**src/rtl/pwm_jit_pkg.sv**
```systemverilog
`timescale 1ns/1ps
package pwm_jit_pkg;

    localparam int PHASE_W = 32;

    typedef longint unsigned u64_t;
    typedef logic [PHASE_W-1:0] phase_t;

    typedef enum logic {
        SWEEP_UP   = 1'b0,
        SWEEP_DOWN = 1'b1
    } sweep_dir_e;

    // Per-variant sweep constants, computed at elaboration.
    typedef struct packed {
        phase_t      base;     // increment at nominal frequency
        phase_t      step;     // increment change per sweep step
        logic [15:0] quarter;  // sweep steps per quarter triangle
    } sweep_cfg_t;

    // Events raised by the phase accumulator for the current clock.
    typedef struct packed {
        logic wrap;  // phase rolls over: new switching cycle
        logic cap;   // phase at or past the duty ceiling
    } phase_evt_t;

    function automatic u64_t div_round(u64_t num, u64_t den);
        return (num + den / 2) / den;
    endfunction

    function automatic u64_t ceil_div_min1(u64_t num, u64_t den);
        u64_t q;
        q = (num + den - 1) / den;
        return (q == 0) ? 1 : q;
    endfunction

    function automatic sweep_cfg_t make_cfg(u64_t clk_hz, u64_t f_hz, u64_t dev_hz, u64_t mod_hz);
        sweep_cfg_t c;
        u64_t       q;
        q = div_round(f_hz, 4 * mod_hz);
        if (q == 0) q = 1;
        c.quarter = 16'(q);
        c.base    = phase_t'(div_round(f_hz << PHASE_W, clk_hz));
        c.step    = phase_t'(div_round(dev_hz << PHASE_W, clk_hz * q));
        return c;
    endfunction

    function automatic phase_t offset_inc(phase_t base, phase_t step, int pos);
        longint t;
        t = longint'(base) + longint'(pos) * longint'(step);
        return phase_t'(t);
    endfunction

    function automatic phase_t duty_threshold(int pct);
        return phase_t'((u64_t'(pct) << PHASE_W) / 100);
    endfunction

endpackage

```
**src/rtl/pwm_jit_sweep.sv**
```systemverilog
`timescale 1ns/1ps
module pwm_jit_sweep
    import pwm_jit_pkg::*;
#(
    parameter int CLK_HZ    = 50_000_000,
    parameter int F_LO_HZ   = 60_000,
    parameter int F_HI_HZ   = 115_000,
    parameter int DEV_LO_HZ = 4_000,
    parameter int DEV_HI_HZ = 8_000,
    parameter int MOD_HZ    = 230
) (
    input  logic   clk,
    input  logic   rst,
    input  logic   tick,
    input  logic   freq_hi,
    output phase_t inc
);

    localparam sweep_cfg_t CFG_LO = make_cfg(u64_t'(CLK_HZ), u64_t'(F_LO_HZ), u64_t'(DEV_LO_HZ), u64_t'(MOD_HZ));
    localparam sweep_cfg_t CFG_HI = make_cfg(u64_t'(CLK_HZ), u64_t'(F_HI_HZ), u64_t'(DEV_HI_HZ), u64_t'(MOD_HZ));
    localparam int Q_MAX = (int'(CFG_LO.quarter) > int'(CFG_HI.quarter)) ?
                           int'(CFG_LO.quarter) : int'(CFG_HI.quarter);
    localparam int PW = $clog2(Q_MAX + 1) + 1;
    localparam logic signed [PW-1:0] ONE = 1;

    logic signed [PW-1:0] pos_q, pos_nxt, lim;
    sweep_dir_e           dir_q, dir_nxt;
    logic                 sel_q, sel_nxt;
    phase_t               inc_q, inc_nxt;
    sweep_cfg_t           cfg_cur, cfg_new;

    assign cfg_cur = sel_q   ? CFG_HI : CFG_LO;
    assign cfg_new = freq_hi ? CFG_HI : CFG_LO;
    assign lim     = $signed(PW'(cfg_cur.quarter));

    always_comb begin
        pos_nxt = pos_q;
        dir_nxt = dir_q;
        sel_nxt = sel_q;
        inc_nxt = inc_q;
        if (tick) begin
            if (freq_hi != sel_q) begin
                // variant change: restart the triangle at the new nominal rate
                sel_nxt = freq_hi;
                pos_nxt = '0;
                dir_nxt = SWEEP_UP;
                inc_nxt = cfg_new.base;
            end else begin
                pos_nxt = (dir_q == SWEEP_UP) ? pos_q + ONE : pos_q - ONE;
                if (pos_nxt == lim)
                    dir_nxt = SWEEP_DOWN;
                else if (pos_nxt == -lim)
                    dir_nxt = SWEEP_UP;
                inc_nxt = offset_inc(cfg_cur.base, cfg_cur.step, int'(pos_nxt));
            end
        end
    end

    always_ff @(posedge clk) begin
        if (rst) begin
            pos_q <= '0;
            dir_q <= SWEEP_UP;
            sel_q <= 1'b0;
            inc_q <= CFG_LO.base;
        end else begin
            pos_q <= pos_nxt;
            dir_q <= dir_nxt;
            sel_q <= sel_nxt;
            inc_q <= inc_nxt;
        end
    end

    assign inc = inc_q;


    sweep_bound_chk: assert property (@(posedge clk) disable iff (rst)
        (pos_q <= lim) && (pos_q >= -lim));


    inc_hold_chk: assert property (@(posedge clk) disable iff (rst)
        !tick |=> $stable(inc_q));

endmodule

```
**src/rtl/pwm_phase_accum.sv**
```systemverilog
`timescale 1ns/1ps
module pwm_phase_accum
    import pwm_jit_pkg::*;
#(
    parameter int DMAX_PCT = 75
) (
    input  logic       clk,
    input  logic       rst,
    input  logic       en,
    input  phase_t     inc,
    output phase_evt_t evt
);

    localparam phase_t DUTY_THR = duty_threshold(DMAX_PCT);

    phase_t             acc_q;
    logic [PHASE_W:0]   sum;

    assign sum      = {1'b0, acc_q} + {1'b0, inc};
    assign evt.wrap = en && sum[PHASE_W];
    assign evt.cap  = en && !sum[PHASE_W] && (sum[PHASE_W-1:0] >= DUTY_THR);

    // Reset to full scale so the first enabled edge opens a cycle.
    always_ff @(posedge clk) begin
        if (rst)
            acc_q <= '1;
        else if (en)
            acc_q <= sum[PHASE_W-1:0];
    end


    phase_hold_chk: assert property (@(posedge clk) disable iff (rst)
        !en |=> $stable(acc_q));


    wrap_spacing_chk: assert property (@(posedge clk) disable iff (rst)
        evt.wrap |=> !evt.wrap);

endmodule

```
**src/rtl/pwm_gate_ctrl.sv**
```systemverilog
`timescale 1ns/1ps
module pwm_gate_ctrl
    import pwm_jit_pkg::*;
#(
    parameter int MIN_CLKS = 24
) (
    input  logic       clk,
    input  logic       rst,
    input  logic       en,
    input  logic       trip,
    input  phase_evt_t evt,
    output logic       gate,
    output logic       start
);

    localparam int CW = $clog2(MIN_CLKS + 1);

    logic          gate_q, cs_q, blank_done;
    logic [CW-1:0] cnt_q;

    assign blank_done = (cnt_q == CW'(MIN_CLKS));

    always_ff @(posedge clk) begin
        if (rst) begin
            gate_q <= 1'b0;
            cs_q   <= 1'b0;
            cnt_q  <= '0;
        end else begin
            cs_q <= evt.wrap;
            if (!en) begin
                gate_q <= 1'b0;
                cnt_q  <= '0;
            end else if (evt.wrap) begin
                gate_q <= 1'b1;
                cnt_q  <= CW'(1);
            end else if (gate_q) begin
                if (blank_done && (trip || evt.cap))
                    gate_q <= 1'b0;
                else if (!blank_done)
                    cnt_q <= cnt_q + CW'(1);
            end
        end
    end

    assign gate  = gate_q;
    assign start = cs_q;


    blank_keep_chk: assert property (@(posedge clk) disable iff (rst)
        (en && gate_q && !blank_done) |=> gate_q);


    trip_off_chk: assert property (@(posedge clk) disable iff (rst)
        (en && gate_q && blank_done && trip && !evt.wrap) |=> !gate_q);


    duty_off_chk: assert property (@(posedge clk) disable iff (rst)
        (en && gate_q && blank_done && evt.cap) |=> !gate_q);


    idle_gate_chk: assert property (@(posedge clk) disable iff (rst)
        !en |=> (!gate_q && !cs_q));


    cycle_open_chk: assert property (@(posedge clk) disable iff (rst)
        evt.wrap |=> (cs_q && gate_q));

endmodule

```
**src/rtl/jitter_pwm_clkgen.sv**
```systemverilog
`timescale 1ns/1ps
module jitter_pwm_clkgen
    import pwm_jit_pkg::*;
#(
    parameter int CLK_HZ     = 50_000_000,
    parameter int F_LO_HZ    = 60_000,
    parameter int F_HI_HZ    = 115_000,
    parameter int DEV_LO_HZ  = 4_000,
    parameter int DEV_HI_HZ  = 8_000,
    parameter int MOD_HZ     = 230,
    parameter int DMAX_PCT   = 75,
    parameter int TON_MIN_NS = 480
) (
    input  logic clk,
    input  logic rst,
    input  logic en,
    input  logic freq_hi,
    input  logic cmp_trip,
    output logic gate_req,
    output logic cyc_start
);

    localparam int MIN_CLKS = int'(ceil_div_min1(u64_t'(TON_MIN_NS) * u64_t'(CLK_HZ),
                                                 u64_t'(1_000_000_000)));

    phase_t     inc;
    phase_evt_t evt;

    pwm_jit_sweep #(
        .CLK_HZ    (CLK_HZ),
        .F_LO_HZ   (F_LO_HZ),
        .F_HI_HZ   (F_HI_HZ),
        .DEV_LO_HZ (DEV_LO_HZ),
        .DEV_HI_HZ (DEV_HI_HZ),
        .MOD_HZ    (MOD_HZ)
    ) u_sweep (
        .clk     (clk),
        .rst     (rst),
        .tick    (evt.wrap),
        .freq_hi (freq_hi),
        .inc     (inc)
    );

    pwm_phase_accum #(
        .DMAX_PCT (DMAX_PCT)
    ) u_accum (
        .clk (clk),
        .rst (rst),
        .en  (en),
        .inc (inc),
        .evt (evt)
    );

    pwm_gate_ctrl #(
        .MIN_CLKS (MIN_CLKS)
    ) u_gate (
        .clk   (clk),
        .rst   (rst),
        .en    (en),
        .trip  (cmp_trip),
        .evt   (evt),
        .gate  (gate_req),
        .start (cyc_start)
    );

endmodule

```
**config.mk**
```make
export PLATFORM = sky130hd
export DESIGN_NAME = jitter_pwm_clkgen
export DESIGN_NICKNAME = d
export VERILOG_FILES = /design/src/rtl/pwm_jit_pkg.sv /design/src/rtl/pwm_jit_sweep.sv /design/src/rtl/pwm_phase_accum.sv /design/src/rtl/pwm_gate_ctrl.sv /design/src/rtl/jitter_pwm_clkgen.sv
export SDC_FILE = /design/constraint.sdc
export NUM_CORES = 1
export LEC_CHECK = 0
export ABC_CLOCK_PERIOD_IN_PS = 10400
export BUFFER_PORTS_ARGS = -buffer_cell sky130_fd_sc_hd__buf_4
export CAP_MARGIN = 10
export CORE_AREA = 3 3 115 117
export CTS_CLUSTER_SIZE = 12
export DETAILED_ROUTE_END_ITERATION = 12
export DIE_AREA = 0 0 118 120
export HOLD_SLACK_MARGIN = 0.06
export PLACE_DENSITY_LB_ADDON = 0.15
export SLEW_MARGIN = 30
export SYNTH_ARGS = -nofsm -noshare
export SYNTH_HDL_FRONTEND = slang
export SYNTH_SLANG_ARGS = --single-unit
```
**constraint.sdc**
```tcl
create_clock -name clk -period 10.4 [get_ports clk]
set_input_delay 1.04 -clock clk [delete_from_list [all_inputs] [get_ports clk]]
set_output_delay 1.04 -clock clk [all_outputs]
set_load 0.005 [all_outputs]
```
==> results by group <==
Status
  – Status: completed

GRT
  – Initial antenna violation count: 0
  – GRT overflow: 0
  – Vias in the first global route: 6,435
  – GRT Resource Usage Total: 0.2698
  – Largest net degree at the start of global routing: 43
  – First-pass GRT wire length: 31,320 um

STA
  – Final period utilization: 0.7372
  – Min Tclk post-route: 7667 ps
  – Fin Setup TNS: 0 ps
  – RSZ-0062 raised after global routing: no
  – Final setup violation count: 0
  – Slew margin rel.: 0.3823
  – Max Slew Vio Count: 0
  – Slew @ Worst Pin: 925.5 ps
  – Max frequency: 130.4 MHz
  – Setup Skew: 9.006 ps
  – Final-report hold violation count: 0

CTS
  – Root Driver: clkbuf_16
  – CTS Sinks: 79
  – Resized Gates After CTS: 0
  – CTS tree: yes
  – Worst-Skew Late Latency: 350 ps
  – Num CTS Buffers: 9
  – CTS H-tree depth: 3
  – Post-CTS Hold Fix Bufs: 0
  – Worst-path clk slew: 60 ps
  – Post-CTS Setup Repair Bufs: 0
  – Clock Path Buffers: 2

Logic synthesis
  – Async set-reset flop share out of synthesis: 0
  – Top cells by area, synth: ha_1 20%, dfxtp_1 19%, fa_1 11%
  – Yosys reg bits: 79
  – Top FF cell, synth: dfxtp_1
  – Commonest cells post-synth: 130 x ha_1, 104 x inv_1, 88 x nand2_1
  – Mean Syn Cell Area: 8.340 um^2
  – Synth Net Count: 1,164
  – Post-synth EDFFs: 0
  – Synth top area share: 0.1986
  – Seq/Total Area, Yosys: 0.1931
  – Dominant cell type by area after synthesis: ha_1
  – Count leader, synth: ha_1
  – Cells after Synth: 982
  – Netlist cell types: 65
  – Synth warn: 0
  – Post-Syn Area: 8190 um^2

Setup path
  – Crit path DAT: 7940 ps
  – CP max FO: 10
  – Critical Path End Type: flop
  – Worst reg2reg startpoint: u_sweep.dir_q
  – Reg2reg path depth: 26
  – Crit path kind: reg -> reg
  – Type of origin of the critical path: flop
  – Worst R2R End: u_sweep.inc[31]
  – Worst R2R Setup Slack: 2730 ps
  – CP required: 10,670 ps
  – Critical path origin: u_sweep.dir_q

Hold path
  – Hold_sp: u_sweep.pos_q[3]
  – Hold EP: u_sweep.pos_q[3]
  – Hold Path Class: reg -> reg
  – Hold Crit Depth: 2

Place
  – Port Buf Inserts: 6
  – Detail Placement HPWL: 14,210 um
  – DP Area: 8372 um^2
  – GP Congestion: 0.9640

Floorplanning
  – Vert. Die Dim: 120 um
  – # rows: 41
  – Core Box Area: 12,470 um^2
  – Die Area: 14,160 um^2
  – Num ports: 7
  – Initial Utilization: 0.6570
  – DIE WIDTH: 118 um

Power and ir drop
  – Clk network pwr share: 0.211
  – Pwr/cell area: 192.6 nW/um^2
  – P_int: 0.9584 mW
  – Sw Pwr: 0.7173 mW
  – Switching share of power: 0.4281
  – Sequential fraction of design power: 0.237
  – Combinational share of power: 0.552
  – Max VDD drop: 106.0 uV
  – P_leak: 4.110 nW

Layout
  – Area occupied by multi-input gates: 6086 um^2
  – Area grow syn2layout: 6.248%
  – Finished Cell Area: 8702 um^2
  – Antenna diode count: 0
  – Fill cells: 1,066
  – FF+latch area: 1582 um^2
  – NumNets Final: 1,153
  – Layout cells sized above 1: 0.05020
  – Final Core Density: 0.6981

Route
  – Drt wl/cell: 16.14 um
  – Vias per cell: 5.826
  – Vias: 6,688
  – DR pass1 iterations: 5
  – WL final: 18,530 um
  – Starting DRT DRC Count: 555
  – Drc violations: 0
  – Post-route ant nets: 0

Job
  – Max-cap viol count: 0
layout make-up:
| cell class | instances | share of cell area |
|---|---|---|
| clock inverters | 7 | 0.01179 |
| clock buffers | 9 | 0.02588 |
| flip-flops and latches | 79 | 0.1817 |
| inverters | 105 | 0.04529 |
| well taps | 172 | 0.02473 |
| multi-input cells | 763 | 0.6994 |
| repair buffers | 13 | 0.01121 |
per-stage QoR:
stage          total power, mW  cells  setup slack, ps  hold WS, ps
2_1_floorplan            1.134    982             3395        435.6
3_3_place_gp             1.295   1132             2773        447.0
3_5_place_dp             1.309   1132             2713        449.8
4_1_cts                  1.669   1148             2700        458.3
5_1_grt                  1.812   1148             2115        474.5
6_report                 1.676   1148             2733        456.8
state kept, by name, summed over array words and instances, names as in the netlist:
signal and cells:
u_sweep.dir_q 1, u_gate.start 1, u_gate.cnt_q 5, u_sweep.sel_q 1, u_gate.gate 1, u_sweep.inc 31
u_sweep.pos_q 7, u_accum.acc_q 32
metal layers:
metal  part of all wire  global-route usage
met2               0.46              0.4409
met5                  0                   0
met1               0.48              0.3738
met4              0.023             0.08205
met3              0.035             0.03723
layout by cell type, fill, tap and decap left out, types with 8 or more instances in the layout:
cell type,count
a211oi_1,10
a21o_1,28
a21oi_1,82
a31oi_1,13
and2_1,11
buf_4,13
clkbuf_16,9
dfxtp_1,79
fa_1,47
ha_1,130
inv_1,104
nand2_1,88
nand2b_1,9
nand3_1,24
nand4_1,8
nor2_1,62
nor3_1,19
o211ai_1,10
o21ai_0,53
xnor2_1,39
xor2_1,22
power groups by stage:
| stage | registers [mW] | logic, mW | clock network, mW |
|---|---|---|---|
| global placement | 0.400 | 0.895 | 0 |
| CTS | 0.396 | 0.916 | 0.357 |
| floorplan | 0.392 | 0.741 | 0 |
| finish | 0.397 | 0.925 | 0.354 |
| detailed placement | 0.402 | 0.908 | 0 |
| global route | 0.402 | 1.04 | 0.371 |
how the worst max path moves through the flow:
stage                 endpoint  slack [ps]  cells past startpoint
6_report       u_sweep.inc[31]        2730                     26
5_1_grt        u_sweep.inc[29]        2120                     26
4_1_cts        u_sweep.inc[31]        2700                     26
3_5_place_dp   u_sweep.inc[31]        2710                     26
3_3_place_gp   u_sweep.inc[29]        2770                     26
2_1_floorplan  u_sweep.inc[29]        3390                     26
cell families (layout without fill, tap and decap cells):
group	Yosys count	count (layout)	synth area share
xor+xnor	62	62	0.06630
flops	79	79	0.1931
buf+inv	140	134	0.06615
simple gates	254	254	0.1433
mux	5	5	0.006111
compound gates	258	258	0.2030
fa+ha+maj	184	184	0.3220
worst max-delay path: stages, from the launching register on:
cell,delay (ps)
dfxtp_1,560
ha_1,350
a21o_1,210
a21oi_2,170
o21ai_1,100
o41ai_1,450
xnor2_2,310
inv_1,300
ha_1,310
inv_1,160
fa_1,500
inv_1,50
fa_1,500
fa_1,540
inv_1,50
fa_1,530
inv_1,40
ha_1,180
ha_1,340
a21o_1,230
or3_1,340
o2111ai_2,220
nand3_1,120
and2_1,190
o41a_1,450
or2_1,260
a21oi_1,140
No activity file was read; power rests on OpenSTA's default activity.
